**config.mk**
```make
export PLATFORM = sky130hd
export DESIGN_NAME = column_readout
export DESIGN_NICKNAME = d
export VERILOG_FILES = /design/src/rtl/colro_pkg.sv /design/src/rtl/readout_cell.sv /design/src/rtl/readout_ctrl.sv /design/src/rtl/column_readout.sv
export SDC_FILE = /design/constraint.sdc
export NUM_CORES = 1
export LEC_CHECK = 0
export ABC_AREA = 1
export BUFFER_PORTS_ARGS = -buffer_cell sky130_fd_sc_hd__clkbuf_2
export CAP_MARGIN = 20
export CORE_MARGIN = 5
export CORE_UTILIZATION = 55
export DETAILED_ROUTE_END_ITERATION = 7
export PLACE_DENSITY = 0.81
export SLEW_MARGIN = 15
export SYNTH_ARGS = -nofsm -noshare
export SYNTH_HDL_FRONTEND = slang
export SYNTH_SLANG_ARGS = --single-unit
```
**constraint.sdc**
```tcl
create_clock -name clk -period 2.25 [get_ports clk]
set_clock_uncertainty 0.05 [all_clocks]
set_input_delay 0.225 -clock clk [delete_from_list [all_inputs] [get_ports clk]]
set_output_delay 0.225 -clock clk [all_outputs]
set_load 0.02 [all_outputs]
```
**src/rtl/colro_pkg.sv**
```systemverilog
package colro_pkg;
    localparam int FLAG_W = 1;
    localparam int TOA_W  = 8;
    localparam int TOT_W  = 5;
    localparam int PAT_W  = 8;
    localparam int REC_W  = FLAG_W + TOA_W + TOT_W + PAT_W;

    typedef enum logic [1:0] {
        ST_IDLE  = 2'd0,
        ST_SHIFT = 2'd1,
        ST_DONE  = 2'd2
    } ro_state_e;
endpackage

```
**src/rtl/readout_cell.sv**
```systemverilog
module readout_cell #(
    parameter int W = 22
) (
    input  logic         clk,
    input  logic         rst_n,
    input  logic         load_i,
    input  logic [W-1:0] load_word_i,
    input  logic         shift_i,
    input  logic         advance_i,
    input  logic [W-1:0] next_word_i,
    output logic [W-1:0] word_o
);
    logic [W-1:0] word_d, word_q;

    always_comb begin
        word_d = word_q;
        if (load_i) begin
            word_d = load_word_i;
        end else if (advance_i) begin
            word_d = next_word_i;
        end else if (shift_i) begin
            word_d = {word_q[W-2:0], 1'b0};
        end
    end

    always_ff @(posedge clk or negedge rst_n) begin
        if (!rst_n) begin
            word_q <= '0;
        end else begin
            word_q <= word_d;
        end
    end

    assign word_o = word_q;
endmodule

```
**src/rtl/readout_ctrl.sv**
```systemverilog
module readout_ctrl
    import colro_pkg::*;
#(
    parameter int NUM_CELLS = 16,
    parameter int W         = REC_W
) (
    input  logic clk,
    input  logic rst_n,
    input  logic load_i,
    input  logic compress_i,
    input  logic head_bit_i,
    output logic load_o,
    output logic shift_o,
    output logic advance_o,
    output logic frame_o,
    output logic done_o
);
    localparam int BW = $clog2(W);
    localparam int CW = (NUM_CELLS > 1) ? $clog2(NUM_CELLS) : 1;

    typedef struct packed {
        ro_state_e     state;
        logic [BW-1:0] bit_cnt;
        logic [CW-1:0] cell_cnt;
        logic          compress;
    } ctrl_t;

    ctrl_t s_d, s_q;
    logic  last_bit;

    always_comb begin
        s_d       = s_q;
        load_o    = 1'b0;
        shift_o   = 1'b0;
        advance_o = 1'b0;
        last_bit  = (s_q.bit_cnt == BW'(W - 1)) ||
                    (s_q.compress && (s_q.bit_cnt == '0) && !head_bit_i);
        case (s_q.state)
            ST_IDLE: begin
                if (load_i) begin
                    load_o       = 1'b1;
                    s_d.state    = ST_SHIFT;
                    s_d.bit_cnt  = '0;
                    s_d.cell_cnt = '0;
                    s_d.compress = compress_i;
                end
            end
            ST_SHIFT: begin
                if (last_bit) begin
                    advance_o   = 1'b1;
                    s_d.bit_cnt = '0;
                    if (s_q.cell_cnt == CW'(NUM_CELLS - 1)) begin
                        s_d.state = ST_DONE;
                    end else begin
                        s_d.cell_cnt = s_q.cell_cnt + 1'b1;
                    end
                end else begin
                    shift_o     = 1'b1;
                    s_d.bit_cnt = s_q.bit_cnt + 1'b1;
                end
            end
            ST_DONE: begin
                s_d.state = ST_IDLE;
            end
            default: begin
                s_d.state = ST_IDLE;
            end
        endcase
    end

    always_ff @(posedge clk or negedge rst_n) begin
        if (!rst_n) begin
            s_q.state    <= ST_IDLE;
            s_q.bit_cnt  <= '0;
            s_q.cell_cnt <= '0;
            s_q.compress <= 1'b0;
        end else begin
            s_q <= s_d;
        end
    end

    assign frame_o = (s_q.state == ST_SHIFT);
    assign done_o  = (s_q.state == ST_DONE);

    AST_FRAME_STARTS_ON_LOAD: assert property (@(posedge clk) disable iff (!rst_n)
        $rose(frame_o) |-> $past(load_i));
    AST_BITCNT_BOUND: assert property (@(posedge clk) disable iff (!rst_n)
        frame_o |-> (s_q.bit_cnt < BW'(W)));
    AST_EMPTY_SKIP: assert property (@(posedge clk) disable iff (!rst_n)
        (frame_o && s_q.compress && (s_q.bit_cnt == '0) && !head_bit_i)
        |=> (s_q.bit_cnt == '0));
    AST_DONE_PULSE: assert property (@(posedge clk) disable iff (!rst_n)
        done_o |=> !done_o);
    AST_DONE_FOLLOWS_FRAME: assert property (@(posedge clk) disable iff (!rst_n)
        $rose(done_o) |-> $past(frame_o));
    AST_LOAD_IGNORED_BUSY: assert property (@(posedge clk) disable iff (!rst_n)
        (frame_o || done_o) |-> !load_o);
    AST_COMPRESS_HELD: assert property (@(posedge clk) disable iff (!rst_n)
        (frame_o && $past(frame_o)) |-> $stable(s_q.compress));
endmodule

```
**src/rtl/column_readout.sv**
```systemverilog
module column_readout
    import colro_pkg::*;
#(
    parameter int NUM_CELLS = 16
) (
    input  logic                       clk,
    input  logic                       rst_n,
    input  logic                       load_i,
    input  logic                       compress_i,
    input  logic [NUM_CELLS*REC_W-1:0] frames_i,
    output logic                       ser_data_o,
    output logic                       ser_clk_o,
    output logic                       frame_o,
    output logic                       done_o
);
    localparam int W = REC_W;

    logic [W-1:0] words [NUM_CELLS];
    logic         cell_load, cell_shift, cell_adv;
    logic         frame_int, done_int;

    readout_ctrl #(
        .NUM_CELLS (NUM_CELLS),
        .W         (W)
    ) u_ctrl (
        .clk        (clk),
        .rst_n      (rst_n),
        .load_i     (load_i),
        .compress_i (compress_i),
        .head_bit_i (words[0][W-1]),
        .load_o     (cell_load),
        .shift_o    (cell_shift),
        .advance_o  (cell_adv),
        .frame_o    (frame_int),
        .done_o     (done_int)
    );

    for (genvar c = 0; c < NUM_CELLS; c++) begin : g_cell
        logic [W-1:0] nxt;
        if (c == NUM_CELLS - 1) begin : g_tail
            assign nxt = '0;
        end else begin : g_link
            assign nxt = words[c+1];
        end
        readout_cell #(
            .W (W)
        ) u_cell (
            .clk         (clk),
            .rst_n       (rst_n),
            .load_i      (cell_load),
            .load_word_i (frames_i[c*W +: W]),
            .shift_i     (cell_shift && (c == 0)),
            .advance_i   (cell_adv),
            .next_word_i (nxt),
            .word_o      (words[c])
        );
    end

    assign frame_o    = frame_int;
    assign done_o     = done_int;
    assign ser_data_o = frame_int & words[0][W-1];
    assign ser_clk_o  = frame_int & ~clk;

    AST_CHAIN_DRAINED: assert property (@(posedge clk) disable iff (!rst_n)
        done_int |-> (words[0] == '0));
endmodule

```
==> results of run 1 <==
[report_power, final]
part | switching, mW | internal (mW)
registers | 0 | 6.55
logic | 0.439 | 0.638
clock network | 2.66 | 3.73
total | 3.10 | 10.9
[cell usage in the layout (no fill, tap or decap)]
cell	synthesis	final
a21oi_4	1	1
buf_12	0	21
buf_4	24	31
buf_8	0	2
bufinv_16	0	1
clkbuf_1	78	8
clkbuf_16	0	42
clkbuf_2	0	358
clkbuf_8	0	7
clkinv_2	0	2
dfrtp_1	364	364
diode_2	0	13
dlygate4sd3_1	0	354
ha_1	4	4
inv_1	9	9
inv_2	4	2
inv_6	0	1
inv_8	0	2
nand2_1	803	803
nand2_2	1	1
nand2_4	2	1
nand2_8	0	1
nand3_1	635	635
nand3_2	1	1
nand4_1	21	21
nor2_1	47	47
nor2_4	2	2
nor3_1	1	1
o21ai_0	4	4
o21ai_1	2	2
o31ai_1	2	2
or2_2	2	2
xor2_1	3	3
[sequential cells by signal (all words and copies together) (netlist names)]
| signal | count |
|---|---|
| g_cell.u_cell.word_o | 352 |
| u_ctrl.s_q | 12 |
[timing repair]
action,in CTS,in global routing
setup endpoints to repair,0,31
resized for setup,0,2
endpoints found under the hold margin,572,0
setup buffers,0,0
hold buffers,354,0
[worst max-delay path by stage]
stage / start / to / slack [ps] / cells after the start
floorplan: u_ctrl.s_q[6]$_DFFE_PN0P_ / g_cell[10].u_cell.word_o[21]$_DFFE_PN0P_ / 550 / 11
global placement: u_ctrl.s_q[5]$_DFFE_PN0P_ / g_cell[6].u_cell.word_o[1]$_DFFE_PN0P_ / 230 / 12
detailed placement: u_ctrl.s_q[5]$_DFFE_PN0P_ / g_cell[8].u_cell.word_o[13]$_DFFE_PN0P_ / 140 / 12
CTS: u_ctrl.s_q[5]$_DFFE_PN0P_ / g_cell[8].u_cell.word_o[13]$_DFFE_PN0P_ / 120 / 12
global route: u_ctrl.s_q[5]$_DFFE_PN0P_ / g_cell[9].u_cell.word_o[13]$_DFFE_PN0P_ / 6 / 12
finish: u_ctrl.s_q[6]$_DFFE_PN0P_ / g_cell[10].u_cell.word_o[19]$_DFFE_PN0P_ / 130 / 9
[cell families after synthesis]
group | Yosys count | synth area share [%]
flip-flops | 364 | 54.8
AO/OA/AOI/OAI | 9 | 0.369
adder cells (fa/ha/maj) | 4 | 0.301
XOR/XNOR | 3 | 0.158
AND/OR/NAND/NOR | 1515 | 39.6
buffers and inverters | 170 | 4.82
[critical path, cell delays in order, from the launching register on]
cell and delay (ps):
dfrtp_1 400, inv_1 110, ha_1 160, nand2_1 80
a21oi_4 180, nand3_2 160, inv_8 200, buf_4 390
nand3_1 180, nand3_1 120
[layer usage]
metal  part of all wire, %  up-vias
li1                      -     8119
met1                    34     8757
met2                    47     1541
met3                    12      424
met4                   7.8        4
met5                 0.033        -
[cell type report]
cell class              instances  area, sq um
multi-input cells            1531         6730
inverters                      13         63.8
clock inverters                 4         48.8
well taps                     390          488
repair buffers                765         6010
clock buffers                  58         1180
fillers                      1680         6050
diodes                         13         32.5
flip-flops and latches        364         9110
==> run summary, run 1 <==
GRT busiest layer = met2
Layout area overhead = 42.3%
Hold path depth = 5
DRT Wirelength = 67,400 um
Tcrit/Tclk final = 94.1%
Remaining antenna violation count after routing = 0
Clock-pin slew on the worst setup and hold paths = 60 ps
Power consumption = 14.0 mW
Synth unique cells = 24
Die ar. = 33,800 sq um
Rel. slew slack = 58.2%
Core area = 29,700 sq um
Met2 Usage GRT = 63.8%
FF-to-FF Start = u_ctrl.s_q[6]$_DFFE_PN0P_
Yosys top cell by area = dfrtp_1
DRT iter0 DRCs = 2,596
Setup violators final = 0
GR Layer Usage met3 = 11.7%
Synth area leaders = dfrtp_1 55%, nand3_1 19%, nand2_1 18%, clkbuf_1 1.8%, buf_2 1.6%
TNS Setup = 0 ps
Pin count of the biggest net entering global routing = 121
Synth warnings = 0
RSZ-0062 raised after global routing = false
Synth top cells by count = 803 x nand2_1, 635 x nand3_1, 364 x dfrtp_1
Critical Path Source Type = flip-flop
Yosys reg bits = 364
Starting Density = 55.9%
GR Overflow Total = 0
Final setup margin = 133 ps
First-pass GRT wire length = 105,000 um
CP endpoint kind = flip-flop
Critical path type = flip-flop to flip-flop
Fin. max-slew vios = 0
Leakage = 12.1 nW
Placed cell area = 18,900 sq um
Post-synthesis sequential area ratio = 54.8%
Hold Path End = g_cell[0].u_cell.word_o[0]$_DFFE_PN0P_
Top-count cell post-synth = nand2_1
Layout cells sized above 1 = 17.5%
Hold Vio Cnt, Final = 0
Post-synth EDFFs = 0
Worst Max-Slew Pin Slew = 628 ps
DR vias = 18,800
Setup slack, reg-to-reg = 130 ps
DP HPWL = 35,900 um
Worst Reg-to-Reg Cells = 9
FF-to-FF End = g_cell[10].u_cell.word_o[19]$_DFFE_PN0P_
Io pins = 360
Met1 usage = 46.6%
Post-route cell area = 23,700 sq um
Overall die width = 184 um
Worst min-delay path class = input pin to flip-flop
Vias/cell = 6.01
Max Cap Violations = 0
Asr flop ratio synth = 100%
Remaining DRCs = 0
Mapped Cells = 2,065
Post-Syn Area = 16,600 sq um
Maximum vdd drop = 0.475 mV
Minimum clock period = 2120 ps
Syn Nets = 2,425
Vias in the first global route = 19,400
Hold Slack = 39.5 ps
Dpl ws = 141 ps
Initial antenna violation count = 14
Hold Crit Start = load_i
Outcome = finished clean
Fmax = 0.472 GHz
Crit-path max FO = 36
Final non-filler cell total = 3,138
Pre-Repair DR Iteration Count = 8
Die height = 184 um
FP Rows = 63
TritonCTS clock tree = done
Worst Path Required = 2770 ps
Syn avg cell area = 8.05 sq um
Synth top area share = 54.8%
Crit path DAT = 2640 ps
Utilization after layout = 79.6%
PD cells = 592 nW/um^2
WL per Instance = 21.5 um
Dpl cells = 2,710
Port Buf Inserts = 359
Clock latency on the worst-skew pair = 650 ps
Final nets = 3,077
Synth Flop Type = dfrtp_1
RD Place Congestion = 0.921
GRT Overall Usage = 39.7%
Note: power is estimated with default switching activity, not from simulation.
==> run 2: changes to the inputs <==
CORE_UTILIZATION = 30   (was 55)
PLACE_DENSITY = not set   (was 0.81)
==> run summary, run 2 (synthesis results as in run 1) <==
Outcome = finished clean (unchanged)
CP max stage delay = 400 ps (about the same)
Leakage = 12.2 nW (was 12.1 nW)
Final setup margin = 114 ps (was 133 ps)
Worst min-delay path class = input pin to flip-flop (unchanged)
Buffers and inverters on the worst path = 3 (unchanged)
RSZ-0062 raised after global routing = false (unchanged)
GRT Overall Usage = 21.2% (was 39.7%)
Seq pwr share = 44.1% (was 46.7%)
Pin count of the biggest net entering global routing = 87 (was 121)
Clk network pwr share = 48.6% (was 45.6%)
Hold Vio Cnt, Final = 0 (unchanged)
Net Sw Frac = 22.4% (was 22.1%)
Clock-pin slew on the worst setup and hold paths = 60 ps (about the same)
Die ar. = 60,200 sq um (was 33,800 sq um)
Net Switching = 3.33 mW (was 3.10 mW)
Rel. slew slack = 62.7% (was 58.2%)
FF-to-FF End = g_cell[14].u_cell.word_o[13]$_DFFE_PN0P_ (was g_cell[10].u_cell.word_o[19]$_DFFE_PN0P_)
Overall die width = 245 um (was 184 um)
Setup slack, reg-to-reg = 170 ps (was 130 ps)
Starting Density = 30.2% (was 55.9%)
Die height = 245 um (was 184 um)
Crit path DAT = 1860 ps (was 2640 ps)
CP endpoint kind = primary output (was flip-flop)
Remaining DRCs = 0 (unchanged)
Worst Path Required = 1980 ps (was 2770 ps)
TritonCTS clock tree = done (unchanged)
Fmax = 0.468 GHz (was 0.472 GHz)
GR Overflow Total = 0 (unchanged)
FP Rows = 86 (was 63)
Pre-Repair DR Iteration Count = 7 (was 8)
Maximum vdd drop = 0.500 mV (was 0.475 mV)
WL per Instance = 18.6 um (was 21.5 um)
Critical path type = flip-flop to primary output (was flip-flop to flip-flop)
Hold Path End = g_cell[1].u_cell.word_o[12]$_DFFE_PN0P_ (was g_cell[0].u_cell.word_o[0]$_DFFE_PN0P_)
Tcrit/Tclk final = 95.0% (was 94.1%)
Crit path max-delay family = buffers and inverters (unchanged)
Combinational power share = 7.2% (was 7.7%)
Io pins = 360 (unchanged)
PD cells = 607 nW/um^2 (was 592 nW/um^2)
Setup violators final = 0 (unchanged)
Worst Reg-to-Reg Cells = 8 (was 9)
DP HPWL = 42,400 um (was 35,900 um)
Clock latency on the worst-skew pair = 680 ps (was 650 ps)
Filler cells = 5,288 (was 1,680)
Max reg flops = 352 (unchanged)
First-pass GRT wire length = 102,000 um (was 105,000 um)
TNS Setup = 0 ps (unchanged)
Critical Path Source Type = flip-flop (unchanged)
Minimum clock period = 2140 ps (was 2120 ps)
Internal = 11.5 mW (was 10.9 mW)
Worst path slowest cell = dfrtp_1 (unchanged)
Vias in the first global route = 18,000 (was 19,400)
Worst Max-Slew Pin Slew = 559 ps (was 628 ps)
Critical-path cell list = inv_1 -> nor2_4 -> buf_12 -> clkbuf_2 (was inv_1 -> ha_1 -> nand2_1 -> a21oi_4 -> nand3_2 -> inv_8 -> buf_4 -> nand3_1 -> nand3_1)
DRT iter0 DRCs = 1,592 (was 2,596)
FF-to-FF Start = u_ctrl.s_q[10]$_DFFE_PN0P_ (was u_ctrl.s_q[6]$_DFFE_PN0P_)
Commonest non-fill, non-tap cell in the layout = nand2_1 (unchanged)
Vias/cell = 4.96 (was 6.01)
Layout area overhead = 47.0% (was 42.3%)
Register area = 9110 sq um (unchanged)
Most frequent cells in the layout = 803 x nand2_1, 635 x nand3_1, 364 x dfrtp_1, 358 x clkbuf_2, 354 x dlygate4sd3_1 (unchanged)
Hold path depth = 5 (unchanged)
Remaining antenna violation count after routing = 0 (unchanged)
Fin. max-slew vios = 0 (unchanged)
RD Place Congestion = 0.848 (was 0.921)
Hold Crit Start = load_i (unchanged)
Core area = 55,000 sq um (was 29,700 sq um)
Multi-input gate area = 6740 sq um (was 6730 sq um)
Power consumption = 14.8 mW (was 14.0 mW)
Max Cap Violations = 0 (unchanged)
Dpl ws = 185 ps (was 141 ps)
Port Buf Inserts = 359 (unchanged)
Final nets = 3,079 (was 3,077)
Layout cells sized above 1 = 17.9% (was 17.5%)
DR vias = 17,400 (was 18,800)
Crit-path max FO = 45 (was 36)
Initial antenna violation count = 11 (was 14)
DRT Wirelength = 65,200 um (was 67,400 um)
==> run 2: cell types whose count changed in the layout (fill, tap and decap cells not counted), sizes merged <==
cell      before  now
buf           54   51
clkinv         2    7
diode         13   10
clkinvlp       0    2
nand2        806  807
inv           14   15
bufinv         1    2
clkbuf       415  424
==> run 2: worst max path at each step <==
stage	from	to	slack (ps)	cells after the start
final	u_ctrl.s_q[10]$_DFFE_PN0P_	frame_o	110	4
after floorplan	u_ctrl.s_q[6]$_DFFE_PN0P_	g_cell[10].u_cell.word_o[21]$_DFFE_PN0P_	550	11
after global routing	u_ctrl.s_q[10]$_DFFE_PN0P_	frame_o	10	4
after CTS	u_ctrl.s_q[10]$_DFFE_PN0P_	frame_o	3	4
after global placement	u_ctrl.s_q[5]$_DFFE_PN0P_	g_cell[14].u_cell.word_o[15]$_DFFE_PN0P_	230	12
after detailed placement	u_ctrl.s_q[5]$_DFFE_PN0P_	g_cell[14].u_cell.word_o[15]$_DFFE_PN0P_	190	12
==> run 2: final cells by class <==
| type | instances | share of cell area [%] |
|---|---|---|
| Inverter | 13 | 0.261 |
| Tap cell | 748 | 3.83 |
| Timing Repair Buffer | 762 | 24.9 |
| Antenna cell | 10 | 0.102 |
| Multi-Input combinational cell | 1532 | 27.6 |
| Sequential cell | 364 | 37.3 |
| Clock buffer | 67 | 5.44 |
| Clock inverter | 13 | 0.568 |
==> run 2: per-stage QoR <==
step                      std cells  instance area (sq um)  utilization (%)  hold WS (ps)
after CTS                      3497                  24400             44.3          21.1
after global routing           3503                  24400             44.4          45.2
after floorplan                2065                  16600                -          -121
final                          3509                  24400             44.4          21.1
after detailed placement       3064                  19400             35.2           164
after global placement         3064                  19400             35.2           161
==> run 2: worst min-delay path, stage by stage <==
cell      delay (ps)
clkbuf_2         100
nand2_1          120
nor2_4            90
nand2_1           80
nand3_1           70
==> run 2: metal layers <==
| metal | track usage [%] | part of all wire (%) | wire, um | vias up |
|---|---|---|---|---|
| li1 | - | - | - | 8119 |
| met1 | 27.8 | 41 | 27000 | 8380 |
| met2 | 35.2 | 48 | 31400 | 730 |
| met3 | 4.02 | 6.6 | 4280 | 168 |
| met4 | 7.98 | 3.8 | 2460 | 8 |
| met5 | 0 | 0.074 | 48 | - |
==> run 2: power groups by stage <==
| stage | registers, mW | clock network (mW) | logic, mW |
|---|---|---|---|
| 2_1_floorplan | 6.67 | 0.0339 | 0.00129 |
| 3_3_place_gp | 6.67 | 0.0496 | 0.545 |
| 3_5_place_dp | 6.67 | 0.0496 | 0.548 |
| 4_1_cts | 6.55 | 7.37 | 1.05 |
| 5_1_grt | 6.54 | 7.66 | 1.15 |
| 6_report | 6.55 | 7.22 | 1.07 |
==> run 2: timing repair <==
action	in CTS	in global routing
gates cloned	0	1
buffers inserted	0	1
hold endpoints to repair	717	0
pin swaps	0	1
gates resized for setup	2	1
hold buffers	354	0
setup endpoints to repair	1	22
==> run 3: changes to the inputs <==
ABC_AREA = not set   (was 1)
==> run summary, run 3 <==
Max reg flops = 352 (unchanged)
Maximum vdd drop = 0.510 mV (was 0.500 mV)
Clock latency on the worst-skew pair = 670 ps (was 680 ps)
Worst Max-Slew Pin Slew = 697 ps (was 559 ps)
GR Overflow Total = 0 (unchanged)
Leakage = 12.5 nW (was 12.2 nW)
CP endpoint kind = flip-flop (was primary output)
Dpl cells = 2,435 (was 3,064)
Critical Path Source Type = flip-flop (unchanged)
Initial antenna violation count = 8 (was 11)
Utilization after layout = 48.5% (was 44.4%)
FF-to-FF End = g_cell[5].u_cell.word_o[5]$_DFFE_PN0P_ (was g_cell[14].u_cell.word_o[13]$_DFFE_PN0P_)
Placed cell area = 19,600 sq um (was 19,400 sq um)
Fmax = 0.420 GHz (was 0.468 GHz)
Mapped Cells = 1,387 (was 2,065)
Syn Nets = 1,747 (was 2,425)
Starting Density = 30.2% (about the same)
Dpl ws = -219 ps (was 185 ps)
Layout area overhead = 60.5% (was 47.0%)
RD Place Congestion = 0.828 (was 0.848)
DP HPWL = 38,400 um (was 42,400 um)
DR vias = 15,400 (was 17,400)
Synth area leaders = dfrtp_1 55%, a221o_1 16%, nor3b_1 12%, mux2i_1 3.6%, o21ai_0 2.5% (was dfrtp_1 55%, nand3_1 19%, nand2_1 18%, clkbuf_1 1.8%, buf_2 1.6%)
Synth unique cells = 38 (was 24)
Failing checks = negative setup slack
Remaining DRCs = 0 (unchanged)
Die ar. = 60,200 sq um (about the same)
Worst min-delay path class = input pin to async pin (was input pin to flip-flop)
DRT iter0 DRCs = 1,263 (was 1,592)
First-pass GRT wire length = 96,100 um (was 102,000 um)
CP max stage delay = 460 ps (was 400 ps)
Yosys top cell by area = dfrtp_1 (unchanged)
Yosys reg bits = 364 (unchanged)
Synth Flop Type = dfrtp_1 (unchanged)
Syn avg cell area = 12.0 sq um (was 8.05 sq um)
WL per Instance = 21.6 um (was 18.6 um)
Final non-filler cell total = 2,944 (was 3,509)
Clock-pin slew on the worst setup and hold paths = 60 ps (about the same)
Critical-path cell list = inv_2 -> ha_4 -> or4bb_4 -> o22ai_4 -> buf_12 -> buf_12 -> buf_12 -> buf_16 -> nor3b_2 -> a221o_1 (was inv_1 -> nor2_4 -> buf_12 -> clkbuf_2)
TNS Setup = -12,600 ps (was 0 ps)
Io pins = 360 (unchanged)
Port Buf Inserts = 359 (unchanged)
RSZ-0062 raised after global routing = true (was false)
Synth warnings = 0 (unchanged)
Post-synth EDFFs = 0 (unchanged)
Post-synthesis sequential area ratio = 54.8% (about the same)
Worst Setup SP = u_ctrl.s_q[6]$_DFFE_PN0P_ (was u_ctrl.s_q[10]$_DFFE_PN0P_)
FP Rows = 86 (unchanged)
Final nets = 2,515 (was 3,079)
Final setup margin = -131 ps (was 114 ps)
Worst Path Required = 2740 ps (was 1980 ps)
Commonest non-fill, non-tap cell in the layout = dfrtp_1 (was nand2_1)
PD cells = 574 nW/um^2 (was 607 nW/um^2)
TritonCTS clock tree = done (unchanged)
GRT Overall Usage = 20.2% (was 21.2%)
Core area = 55,000 sq um (unchanged)
FF-to-FF Start = u_ctrl.s_q[6]$_DFFE_PN0P_ (was u_ctrl.s_q[10]$_DFFE_PN0P_)
Critical path type = flip-flop to flip-flop (was flip-flop to primary output)
Overall die width = 245 um (about the same)
Hold Vio Cnt, Final = 0 (unchanged)
Outcome = complete, but fails checks (was finished clean)
Pin count of the biggest net entering global routing = 69 (was 87)
Vias/cell = 5.21 (was 4.96)
Rel. slew slack = 53.5% (was 62.7%)
Post-Syn Area = 16,600 sq um (about the same)
Pre-Repair DR Iteration Count = 5 (was 7)
Synth top cells by count = 364 x dfrtp_1, 272 x nor3b_1, 271 x a221o_1 (was 803 x nand2_1, 635 x nand3_1, 364 x dfrtp_1)
Minimum clock period = 2380 ps (was 2140 ps)
Vias in the first global route = 16,400 (was 18,000)
Worst path slowest cell = or4bb_4 (was dfrtp_1)
Setup violators final = 257 (was 0)
Remaining antenna violation count after routing = 0 (unchanged)
Synth top area share = 54.8% (about the same)
Die height = 245 um (about the same)
Layout cells sized above 1 = 30.9% (was 17.9%)
Most frequent cells in the layout = 364 x dfrtp_1, 357 x dlygate4sd3_1, 357 x clkbuf_2, 271 x a221o_1, 200 x nor3b_1 (was 803 x nand2_1, 635 x nand3_1, 364 x dfrtp_1, 358 x clkbuf_2, 354 x dlygate4sd3_1)
Crit-path max FO = 8 (was 45)
Most frequent CP cell = buf_12
DRT Wirelength = 63,600 um (was 65,200 um)
Crit path DAT = 2870 ps (was 1860 ps)
Tcrit/Tclk final = 106% (was 95.0%)
Worst Reg-to-Reg Cells = 10 (was 8)
Fin. max-slew vios = 0 (unchanged)
Asr flop ratio synth = 100% (unchanged)
Post-route cell area = 26,700 sq um (was 24,400 sq um)
Max Cap Violations = 0 (unchanged)
Top-count cell post-synth = dfrtp_1 (was nand2_1)
Setup slack, reg-to-reg = -130 ps (was 170 ps)
run 3: changes by cell type in the layout (fill, tap and decap cells not counted), sizes merged, moves of 21 or more:
cell	previous run	this run
nand2	807	92
or3	0	21
nor3b	0	272
buf	51	138
o21ai	6	84
a21oi	1	23
a221o	0	271
nor2	49	4
mux2i	0	59
nand3	636	6
run 3: final cells by class:
class                           instances  area [sq um]
Fill cell                            4718         28300
Sequential cell                       364          9110
Timing Repair Buffer                  871          7740
Multi-Input combinational cell        864          7240
Clock buffer                           67          1390
Tap cell                              748           936
Clock inverter                         16           193
Inverter                                7          26.3
Antenna cell                            7          17.5
run 3: what timing repair did:
| action | 4_1_cts | 5_1_grt |
|---|---|---|
| buffers inserted | 31 | 5 |
| cloned | 18 | 13 |
| endpoints found under the hold margin | 535 | 0 |
| hold buffers | 357 | 0 |
| pin swaps | 19 | 54 |
| resized for setup | 64 | 90 |
| endpoints found under the setup margin | 319 | 320 |
run 3: cell families (layout without fill, tap and decap cells):
group           count (synthesis)  in the layout  share of synthesized area (%)
other cells                     0              7                              0
compound gates                389            389                           20.1
xor+xnor                        1              1                         0.0527
buf+inv                       159            961                           4.99
mux                            59             59                           3.56
fa+ha+maj                       4              4                          0.301
simple gates                  411            411                           16.1
flops                         364            364                           54.8
run 3: how the worst max path moves through the flow:
| stage | end | depth (start not counted) | slack [ps] |
|---|---|---|---|
| 4_1_cts | g_cell[14].u_cell.word_o[8]$_DFFE_PN0P_ | 9 | -70 |
| 3_3_place_gp | g_cell[5].u_cell.word_o[14]$_DFFE_PN0P_ | 8 | -160 |
| 3_5_place_dp | g_cell[8].u_cell.word_o[3]$_DFFE_PN0P_ | 8 | -220 |
| 2_1_floorplan | g_cell[14].u_cell.word_o[0]$_DFFE_PN0P_ | 9 | 80 |
| 5_1_grt | g_cell[5].u_cell.word_o[5]$_DFFE_PN0P_ | 10 | -220 |
| 6_report | g_cell[5].u_cell.word_o[5]$_DFFE_PN0P_ | 10 | -130 |
run 3: power by group:
group / switching (mW) / internal (mW) / total (mW)
Clock: 2.93 / 4.75 / 7.68
Combinational: 0.413 / 0.651 / 1.06
Sequential: 0 / 6.55 / 6.55
Total: 3.35 / 11.9 / 15.3
run 3: metrics by stage:
| stage | hold WS, ps | power (mW) |
|---|---|---|
| global placement | 204 | 7.24 |
| global route | 107 | 15.8 |
| CTS | 70.2 | 15.4 |
| floorplan | -121 | 6.71 |
| detailed placement | 208 | 7.25 |
| finish | 74.0 | 15.3 |
run 3: critical path, delay by kind of cell (launching register included):
family          cells  cell delay (ps)
buf+inv             5              670
fa+ha+maj           1              120
flops               1              390
simple gates        2              510
compound gates      2              500
run 3: layer usage:
layer  vias up  global-route usage (%)  part of all wire, %
li1       6986                       -                    -
met1      7666                    25.8                   41
met2       589                    34.6                   50
met3       109                    3.63                  5.7
met4         2                    6.82                  2.9
met5         -                       0                0.020
